## src/rtl/psg_pkg.sv

```systemverilog
package psg_pkg;
  parameter int unsigned DATA_W   = 8;
  parameter int unsigned NUM_REGS = 16;
  parameter int unsigned NUM_CH   = 3;
  parameter int unsigned LVL_W    = 4;
  parameter int unsigned TONE_W   = 12;
  parameter int unsigned NOISE_W  = 5;
  parameter int unsigned LFSR_W   = 17;
  parameter int unsigned PRESCALE = 16;
  localparam int unsigned IDX_W   = $clog2(NUM_REGS);

  localparam int unsigned REG_NOISE = 6;
  localparam int unsigned REG_MIX   = 7;
  localparam int unsigned REG_LVL0  = 8;
  localparam int unsigned MIX_DIR   = 6;
  localparam int unsigned LVL_ENV   = 4;

  typedef logic [NUM_REGS-1:0][DATA_W-1:0] reg_bank_t;
endpackage

```

## src/rtl/psg_regfile.sv

```systemverilog
module psg_regfile
  import psg_pkg::*;
(
  input  logic              clk_i,
  input  logic              rst_ni,
  input  logic              addr_we_i,
  input  logic              data_we_i,
  input  logic [DATA_W-1:0] wdata_i,
  output logic [DATA_W-1:0] rdata_o,
  output reg_bank_t         regs_o
);
  logic [IDX_W-1:0] sel_q;
  reg_bank_t        regs_q;

  always_ff @(posedge clk_i or negedge rst_ni) begin
    if (!rst_ni) sel_q <= '0;
    else if (addr_we_i) sel_q <= wdata_i[IDX_W-1:0];
  end

  for (genvar r = 0; r < NUM_REGS; r++) begin : g_reg
    always_ff @(posedge clk_i or negedge rst_ni) begin
      if (!rst_ni) regs_q[r] <= '0;
      else if (data_we_i && sel_q == IDX_W'(r)) regs_q[r] <= wdata_i;
    end
  end

  assign rdata_o = regs_q[sel_q];
  assign regs_o  = regs_q;

  p_sel_hold_r2: assert property (@(posedge clk_i) disable iff (!rst_ni)
    !addr_we_i |=> $stable(sel_q));
  p_data_lands_r2: assert property (@(posedge clk_i) disable iff (!rst_ni)
    (data_we_i && !addr_we_i) |=> rdata_o == $past(wdata_i));
endmodule

```

## src/rtl/psg_tone.sv

```systemverilog
module psg_tone
  import psg_pkg::*;
(
  input  logic              clk_i,
  input  logic              rst_ni,
  input  logic              tick_i,
  input  logic [TONE_W-1:0] period_i,
  output logic              tone_o
);
  logic [TONE_W-1:0] cnt_q, eff;
  logic              wrap;

  assign eff  = (period_i == '0) ? TONE_W'(1) : period_i;
  assign wrap = ({1'b0, cnt_q} + 1'b1) >= {1'b0, eff};

  always_ff @(posedge clk_i or negedge rst_ni) begin
    if (!rst_ni) begin
      cnt_q  <= '0;
      tone_o <= 1'b0;
    end else if (tick_i) begin
      if (wrap) begin
        cnt_q  <= '0;
        tone_o <= ~tone_o;
      end else begin
        cnt_q <= cnt_q + 1'b1;
      end
    end
  end

  p_tone_hold_r4: assert property (@(posedge clk_i) disable iff (!rst_ni)
    !tick_i |=> $stable(tone_o));
endmodule

```

## src/rtl/psg_noise.sv

```systemverilog
module psg_noise
  import psg_pkg::*;
(
  input  logic               clk_i,
  input  logic               rst_ni,
  input  logic               tick_i,
  input  logic [NOISE_W-1:0] period_i,
  output logic               noise_o
);
  logic [NOISE_W-1:0] cnt_q, eff;
  logic [LFSR_W-1:0]  lfsr_q;
  logic               wrap;

  assign eff  = (period_i == '0) ? NOISE_W'(1) : period_i;
  assign wrap = ({1'b0, cnt_q} + 1'b1) >= {1'b0, eff};

  always_ff @(posedge clk_i or negedge rst_ni) begin
    if (!rst_ni) begin
      cnt_q  <= '0;
      lfsr_q <= LFSR_W'(1);
    end else if (tick_i) begin
      if (wrap) begin
        cnt_q  <= '0;
        lfsr_q <= {lfsr_q[0] ^ lfsr_q[3], lfsr_q[LFSR_W-1:1]};
      end else begin
        cnt_q <= cnt_q + 1'b1;
      end
    end
  end

  assign noise_o = lfsr_q[0];

  p_lfsr_live_r6: assert property (@(posedge clk_i) disable iff (!rst_ni)
    lfsr_q != '0);
  p_lfsr_hold_r5: assert property (@(posedge clk_i) disable iff (!rst_ni)
    !tick_i |=> $stable(lfsr_q));
endmodule

```

## src/rtl/psg_core.sv

```systemverilog
module psg_core
  import psg_pkg::*;
(
  input  logic                    clk_i,
  input  logic                    rst_ni,
  input  logic                    addr_we_i,
  input  logic                    data_we_i,
  input  logic [DATA_W-1:0]       wdata_i,
  output logic [DATA_W-1:0]       rdata_o,
  input  logic                    snd_en_i,
  input  logic [LVL_W-1:0]        env_lvl_i,
  output logic [NUM_CH-1:0]       chan_o,
  output logic [NUM_CH*LVL_W-1:0] amp_o,
  output logic                    io_in_o
);
  localparam int unsigned PS_W = $clog2(PRESCALE);

  reg_bank_t         regs;
  logic [PS_W-1:0]   ps_q;
  logic              tick;
  logic [NUM_CH-1:0] tone;
  logic              noise;

  psg_regfile i_regfile (
    .clk_i, .rst_ni, .addr_we_i, .data_we_i, .wdata_i,
    .rdata_o, .regs_o(regs)
  );

  // divided tick on the last enabled cycle of each prescale window
  always_ff @(posedge clk_i or negedge rst_ni) begin
    if (!rst_ni) ps_q <= '0;
    else if (snd_en_i) ps_q <= ps_q + 1'b1;
  end
  assign tick = snd_en_i && (ps_q == PS_W'(PRESCALE - 1));

  for (genvar c = 0; c < NUM_CH; c++) begin : g_ch
    logic [TONE_W-1:0] per;
    logic [DATA_W-1:0] lvl_reg;
    logic              on;

    assign per = {regs[2*c+1][TONE_W-DATA_W-1:0], regs[2*c]};

    psg_tone i_tone (
      .clk_i, .rst_ni, .tick_i(tick), .period_i(per), .tone_o(tone[c])
    );

    assign on = (tone[c] | regs[REG_MIX][c]) & (noise | regs[REG_MIX][NUM_CH + c]);
    assign chan_o[c] = on;
    assign lvl_reg = regs[REG_LVL0 + c];
    assign amp_o[c*LVL_W +: LVL_W] = !on ? '0 :
                                     lvl_reg[LVL_ENV] ? env_lvl_i : lvl_reg[LVL_W-1:0];

    p_mute_r9: assert property (@(posedge clk_i) disable iff (!rst_ni)
      !chan_o[c] |-> amp_o[c*LVL_W +: LVL_W] == '0);
  end

  psg_noise i_noise (
    .clk_i, .rst_ni, .tick_i(tick),
    .period_i(regs[REG_NOISE][NOISE_W-1:0]), .noise_o(noise)
  );

  assign io_in_o = regs[REG_MIX][MIX_DIR];

  p_tick_spacing_r4: assert property (@(posedge clk_i) disable iff (!rst_ni)
    tick |=> !tick);
endmodule

```

## config.mk

```make
export PLATFORM = sky130hd
export DESIGN_NAME = psg_core
export DESIGN_NICKNAME = d
export VERILOG_FILES = /design/src/rtl/psg_pkg.sv /design/src/rtl/psg_regfile.sv /design/src/rtl/psg_tone.sv /design/src/rtl/psg_noise.sv /design/src/rtl/psg_core.sv
export SDC_FILE = /design/constraint.sdc
export NUM_CORES = 1
export LEC_CHECK = 0
export ABC_AREA = 0
export BUFFER_PORTS_ARGS = -buffer_cell sky130_fd_sc_hd__buf_2
export CAP_MARGIN = 20
export CELL_PAD_IN_SITES_DETAIL_PLACEMENT = 0
export CELL_PAD_IN_SITES_GLOBAL_PLACEMENT = 1
export CORE_ASPECT_RATIO = 0.9
export CORE_UTILIZATION = 46
export DETAILED_ROUTE_END_ITERATION = 8
export GPL_TIMING_DRIVEN = 0
export PLACE_DENSITY_LB_ADDON = 0.1
export SETUP_SLACK_MARGIN = 0.4
export SLEW_MARGIN = 10
export SYNTH_ARGS = -nofsm -noshare
export SYNTH_HDL_FRONTEND = slang
export SYNTH_HIERARCHICAL = 1
export SYNTH_SLANG_ARGS = --single-unit
```

## constraint.sdc

```tcl
create_clock -name clk_i -period 2.5 [get_ports clk_i]
set_clock_uncertainty 0.05 [all_clocks]
set_input_delay 0.5 -clock clk_i [delete_from_list [all_inputs] [get_ports clk_i]]
set_output_delay 0.5 -clock clk_i [all_outputs]
set_load 0.02 [all_outputs]
```

Word-level counts from Yosys, hierarchy flattened
Index checks and enable logic that the tools add are counted.

Word-level logic and storage cells: 111. Bits of input ports: 17. Flip-flop bits (word level): 197. Output and inout bits: 24.

Muxes and demuxes: 16. $add $sub $neg: 9. Order comparisons: 5. Equal/unequal tests: 16. Bitwise gates (word level): 13. Reduce and logical (&&, ||, !) cells: 26.

Operators by type and width (number): $mux 12 (6); $add 12x1->13 const B (3); $ge 13x12->1 (3); $add 12x1->12 const B (3); $eq 4x4->1 const B (9); $logic_not 12->1 (3); $bmux 8 s4 (1); $mux 4 (6); $logic_and 1x1->1 (17); $eq 4x3->1 const B (4); $mux 5 (2); $eq 4x2->1 const B (2); $mux 8 (1); $reduce_and 2->1 (4); $add 5x1->6 const B (1); $ge 6x5->1 (1); $or 1x1->1 (6); $add 5x1->5 const B (1); $logic_not 5->1 (1); $lt 4x5->1 const B (1); $add 4x1->4 const B (1); $eq 4x1->1 const B (1); $logic_not 4->1 (1); $and 1x1->1 (3); 2 further kinds (4).

Logic depth before layout (Yosys ltp)
Depth after elaboration: 4. Gate-level depth with buffers: 11. Gate-level depth less buffers: 11.

Cells and area by module
The synthesis kept the hierarchy.

By module, submodules not included: psg_regfile (times used 1, sequential area each 3303.2 um2, area each 5953.2 um2, cells an instance 372); psg_tone (times used 3, sequential area each 325.3 um2, area each 1119.8 um2, cells an instance 128); psg_noise (times used 1, sequential area each 551.8 um2, area each 1109.8 um2, cells an instance 81); psg_core (times used 1, sequential area each 100.1 um2, area each 400.4 um2, cells an instance 49).

Least setup slack after synthesis
OpenSTA, ideal clock, no wires.

Path kind: flip-flop to flip-flop. From: reg g_ch[0].i_tone.cnt_q[0]. To: reg g_ch[0].i_tone.cnt_q[10]. Required time: 2.384 ns. Slack: -0.239 ns. Data arrival time: 2.623 ns. Cell stages (with the launch flop): 12. Library setup time: 0.066 ns. Buffers on the path: 0. Clock period less this slack: 2.739 ns. Cells stage by stage: dfrtp_1 > ha_1 > nand3_2 > nor2_1 > nand3_1 > xnor2_1 > ha_1 > a21oi_1 > nor2b_1 > a2111oi_4 > and2_4 > a31o_1.

Longest elaborated chain between the ends: 3. Elaborated cells on any way between the ends: 4. Those cells by class: 2 x add/sub; 1 x order compare; 1 x mux.

RTL lines: start: declaration (RTL line psg_tone.sv:10) `logic [TONE_W-1:0] cnt_q, eff;`; start signal: assignment (RTL line psg_tone.sv:25) `cnt_q <= cnt_q + 1'b1;`; $add 12x1->13 (RTL line psg_tone.sv:14) `assign wrap = ({1'b0, cnt_q} + 1'b1) >= {1'b0, eff};`; $ge 13x12->1 (RTL line psg_tone.sv:14); $mux 12 (*) (RTL line psg_tone.sv:21) `if (wrap) begin`.

Every way passes the cells marked *; elsewhere a longest branch is shown, timed or not. A chain may end at the register's enable or synchronous reset.

Worst setup path in the final report
From: reg i_regfile.sel_q[0]. To: out rdata_o[4].

Longest elaborated chain between the ends: 2.

RTL lines: start: declaration (RTL line psg_regfile.sv:12) `logic [IDX_W-1:0] sel_q;`; start signal: assignment (RTL line psg_regfile.sv:17) `else if (addr_we_i) sel_q <= wdata_i[IDX_W-1:0];`; $bmux 8 s4 (RTL line psg_regfile.sv:27) `assign rdata_o = regs_q[sel_q];`; $mux 8 (not written as such) (RTL line psg_regfile.sv:27); end: declaration (RTL line psg_core.sv:9) `output logic [DATA_W-1:0] rdata_o,`.

Every way passes these cells. The select of a mux whose other input is x is not followed.

==> results.md <==
- Status: complete, but fails checks
- Failing checks: setup timing
- Clk_lat worst skew: about 0.44 ns
- Initial antenna violation count: 0
- Post-synthesis sequential area ratio: 0.456
- Hpwl dp: approximately 19,000 um
- RR Startpoint: g_ch[2].i_tone/cnt_q[0]$_DFFE_PN0P_
- Synth warn: 6
- Via density: between 5 and 6
- Total routed wirelength: 28,700 um
- Num CTS Buffers: 17
- Unrepaired setup endpoints after global routing: true
- Yosys top cell area share: 0.453
- Largest area contributor in the netlist: dfrtp_1
- Syn Area/Cell: 12.2 um^2
- Synth Instances: between 800 and 900
- First-pass GRT wire length: 45,100 um
- Setup WS post-layout: -0.256 ns
- Clk pwr share: 0.210
- Final setup violation count: between 40 and 50
- Critical path class: reg -> out
- HP Class: in -> async
- FF/Latch Area: 4950 um^2
- Post-CTS Hold Buffers: 0
- Post-Synth Adder-Cell Area: 0.0532
- Crit end category: primary output
- NumNets Final: 1,091
- Clk pin slew, worst setup/hold paths: 0.08 ns
- # diodes: 0
- R2R Path End: g_ch[2].i_tone/cnt_q[7]$_DFFE_PN0P_
- Largest net degree at the start of global routing: between 100 and 150
- Chip Height: 148 um
- Tot GR Track Use: 0.247
- Dpl ws: -0.495 ns
- Standard-cell rows: 52
- Count of cell types in the netlist: 60
- Switching Share: 0.368
- Clock Tree Root: clkbuf_16
- Arr. time, crit path: 2.21 ns
- Fraction of the mapped netlist area in simple logic gates: 0.103
- GRT overflow: 0
- # IOs: 41
- Share of layout cells above drive strength 1: 0.496
- Crit path required time: around 2.0 ns
- Mux contribution to synthesized area: 0.240
- Multi-input logic area: approximately 6200 um^2
- Maximum vdd drop: around 0.00049 V
- Setup slack, reg-to-reg: -0.22 ns
- Vias after detailed routing: slightly below 8,000
- Detailed Routing Iterations Pass 1: 4
- Final hold violations: 0
- Sink Count: between 150 and 200
- H-tree levels: 4
- Setup TNS: -7.15 ns
- Fin. max-slew vios: 0
- Ys async rst share: 1.00
- DRT antenna net count: 0
- PD cells: around 960 nW/um^2
- Most common cell in the synthesized netlist: dfrtp_1
- TritonCTS clock tree: built
- Crit-path max FO: 8
- Int Pwr: about 8.3 mW
- Startpoint Class: flip-flop
- Main flop type after synthesis: dfrtp_1
- Filler cell count: 1,776
- Die footprint: ~24,000 um^2
- Min Tclk post-route: about 2.8 ns
- Top cells by area, synth: dfrtp_1 45%, mux2_2 14%, mux4_2 6.7%
- CTS Buffer Depth: 2
- WL/cell: 21.4 um
- Synth Area in Compound Gates: 0.0763
- Area delta synth->final: 27.3%
- FF-to-FF path depth: 11
- Port bufs: 40
- Starting Density: 0.475
- Max Freq: between 300 and 400 MHz
- Die width: between 150 and 200 um
- Vias in the first global route: a little under 8,000
- Main combinational cell family by area after synthesis: multiplexers
- Worst-Margin Slew: 0.824 ns
- Slew HR: 0.451
- Seq pwr share: 0.386
- Static leakage: slightly above 6 nW
- Commonest cells post-synth: 196 x dfrtp_1, 139 x mux2_2, 65 x inv_1, 46 x ha_1, 46 x nand2_1
- DRC: 0
- Synthesized flop and latch total: around 200
- Comb pwr share: 0.404
- Syn Nets: between 900 and 1,000
- Final period util: 1.10
- Xor/xnor cell area share of the yosys netlist: 0.0299
- Gpl congestion: between 0.8 and 0.9
- Post-synth EDFFs: 0
- Max-cap viol count: 0
- Initial drt markers: around 650
- Sw power: between 4 and 5 mW
- Core area: 22,800 um^2
- Mapped Area: between 10,000 and 15,000 um^2
[registers in the layout (all words and copies together) (netlist names)]
register and flops:
g_ch.i_tone/tone_o 3, i_regfile/sel_q 4, ps_q 4, i_noise/cnt_q 5
g_ch.i_tone/cnt_q 36, i_regfile/regs_o 128, i_noise/lfsr_q 17
[stage by stage]
| stage | utilization | instance area (um^2) | std cells | power (mW) | hold slack [ns] |
|---|---|---|---|---|---|
| global placement | 0.507 | 11500 | 1223 | 9.14 | 0.410 |
| global route | 0.605 | 13800 | 1338 | 14.0 | 0.120 |
| CTS | 0.588 | 13400 | 1325 | 12.9 | 0.0802 |
| detailed placement | 0.509 | 11600 | 1225 | 9.35 | 0.424 |
| finish | 0.605 | 13800 | 1338 | 13.2 | 0.0542 |
| floorplan | - | 11000 | 886 | 8.05 | 0.154 |
[power groups by stage]
stage	logic, mW	registers [mW]	clock network [mW]
6_report	5.34	5.10	2.77
5_1_grt	5.79	5.23	2.99
4_1_cts	5.02	5.08	2.84
3_5_place_dp	4.21	5.14	0
3_3_place_gp	4.05	5.08	0
2_1_floorplan	3.26	4.79	0
[layout by cell type, fill, tap and decap left out, types with 10 or more instances in the layout]
cell type and instances:
dfrtp_1 182, mux2_2 132, buf_4 78, inv_1 62, nand2_1 42, ha_1 41
mux4_2 32, buf_6 27, buf_2 24, nor2_1 23, nor2b_1 20, clkbuf_16 19
mux2_4 17, mux2i_1 15, nand3_1 15, clkbuf_1 15, dfrtp_2 14, xnor2_1 13
nand4_1 13, a22oi_2 13, xor2_1 12, a31o_1 12, nor2_4 10, a21oi_2 10
[worst max-delay path, stage by stage (launching register included)]
cell,delay (ns)
dfrtp_1,0.37
buf_8,0.17
buf_12,0.14
mux4_2,0.53
a22oi_2,0.26
nand2_1,0.11
buf_2,0.17
[timing repair]
item / in CTS / in global routing
setup buffers: 67 / 11
setup endpoints to repair: 82 / 92
pin swaps: 62 / 40
cloned: 1 / 2
resized for setup: 139 / 61
[per-layer routing]
layer  GRT usage  vias up  part of all wire
met5           0        -                 0
met4      0.0759        0             0.019
met3      0.0418       36             0.034
met2       0.395      152              0.49
met1       0.345     3995              0.46
li1            -     3521                 -
[logic make-up after synthesis]
logic type,count (synthesis)
flops,197
simple gates,204
fa+ha+maj,46
buf+inv,105
mux,197
compound gates,100
xor+xnor,37
[layout make-up]
class / instances / share of cell area
Clock inverter: 15 / 0.0125
Timing Repair Buffer: 123 / 0.0767
Tap cell: 297 / 0.0270
Buffer: 40 / 0.0232
Clock buffer: 17 / 0.0309
Multi-Input combinational cell: 584 / 0.453
Sequential cell: 197 / 0.359
Inverter: 65 / 0.0177
[worst max-delay path by stage]
| stage | start | endpoint | slack, ns | depth (start not counted) |
|---|---|---|---|---|
| final | i_regfile/sel_q[0]$_DFFE_PN0P_ | rdata_o[4] | -0.26 | 6 |
| after CTS | i_regfile/sel_q[0]$_DFFE_PN0P_ | rdata_o[5] | -0.21 | 6 |
| after global routing | g_ch[0].i_tone/cnt_q[0]$_DFFE_PN0P_ | g_ch[0].i_tone/cnt_q[7]$_DFFE_PN0P_ | -0.34 | 11 |
| after detailed placement | g_ch[1].i_tone/cnt_q[3]$_DFFE_PN0P_ | g_ch[1].i_tone/cnt_q[8]$_DFFE_PN0P_ | -0.49 | 10 |
| after floorplan | g_ch[1].i_tone/cnt_q[1]$_DFFE_PN0P_ | g_ch[1].i_tone/cnt_q[10]$_DFFE_PN0P_ | -0.02 | 10 |
| after global placement | rst_ni | g_ch[1].i_tone/cnt_q[2]$_DFFE_PN0P_ | -2.64 | 1 |
Note: power is estimated with default switching activity, not from simulation.
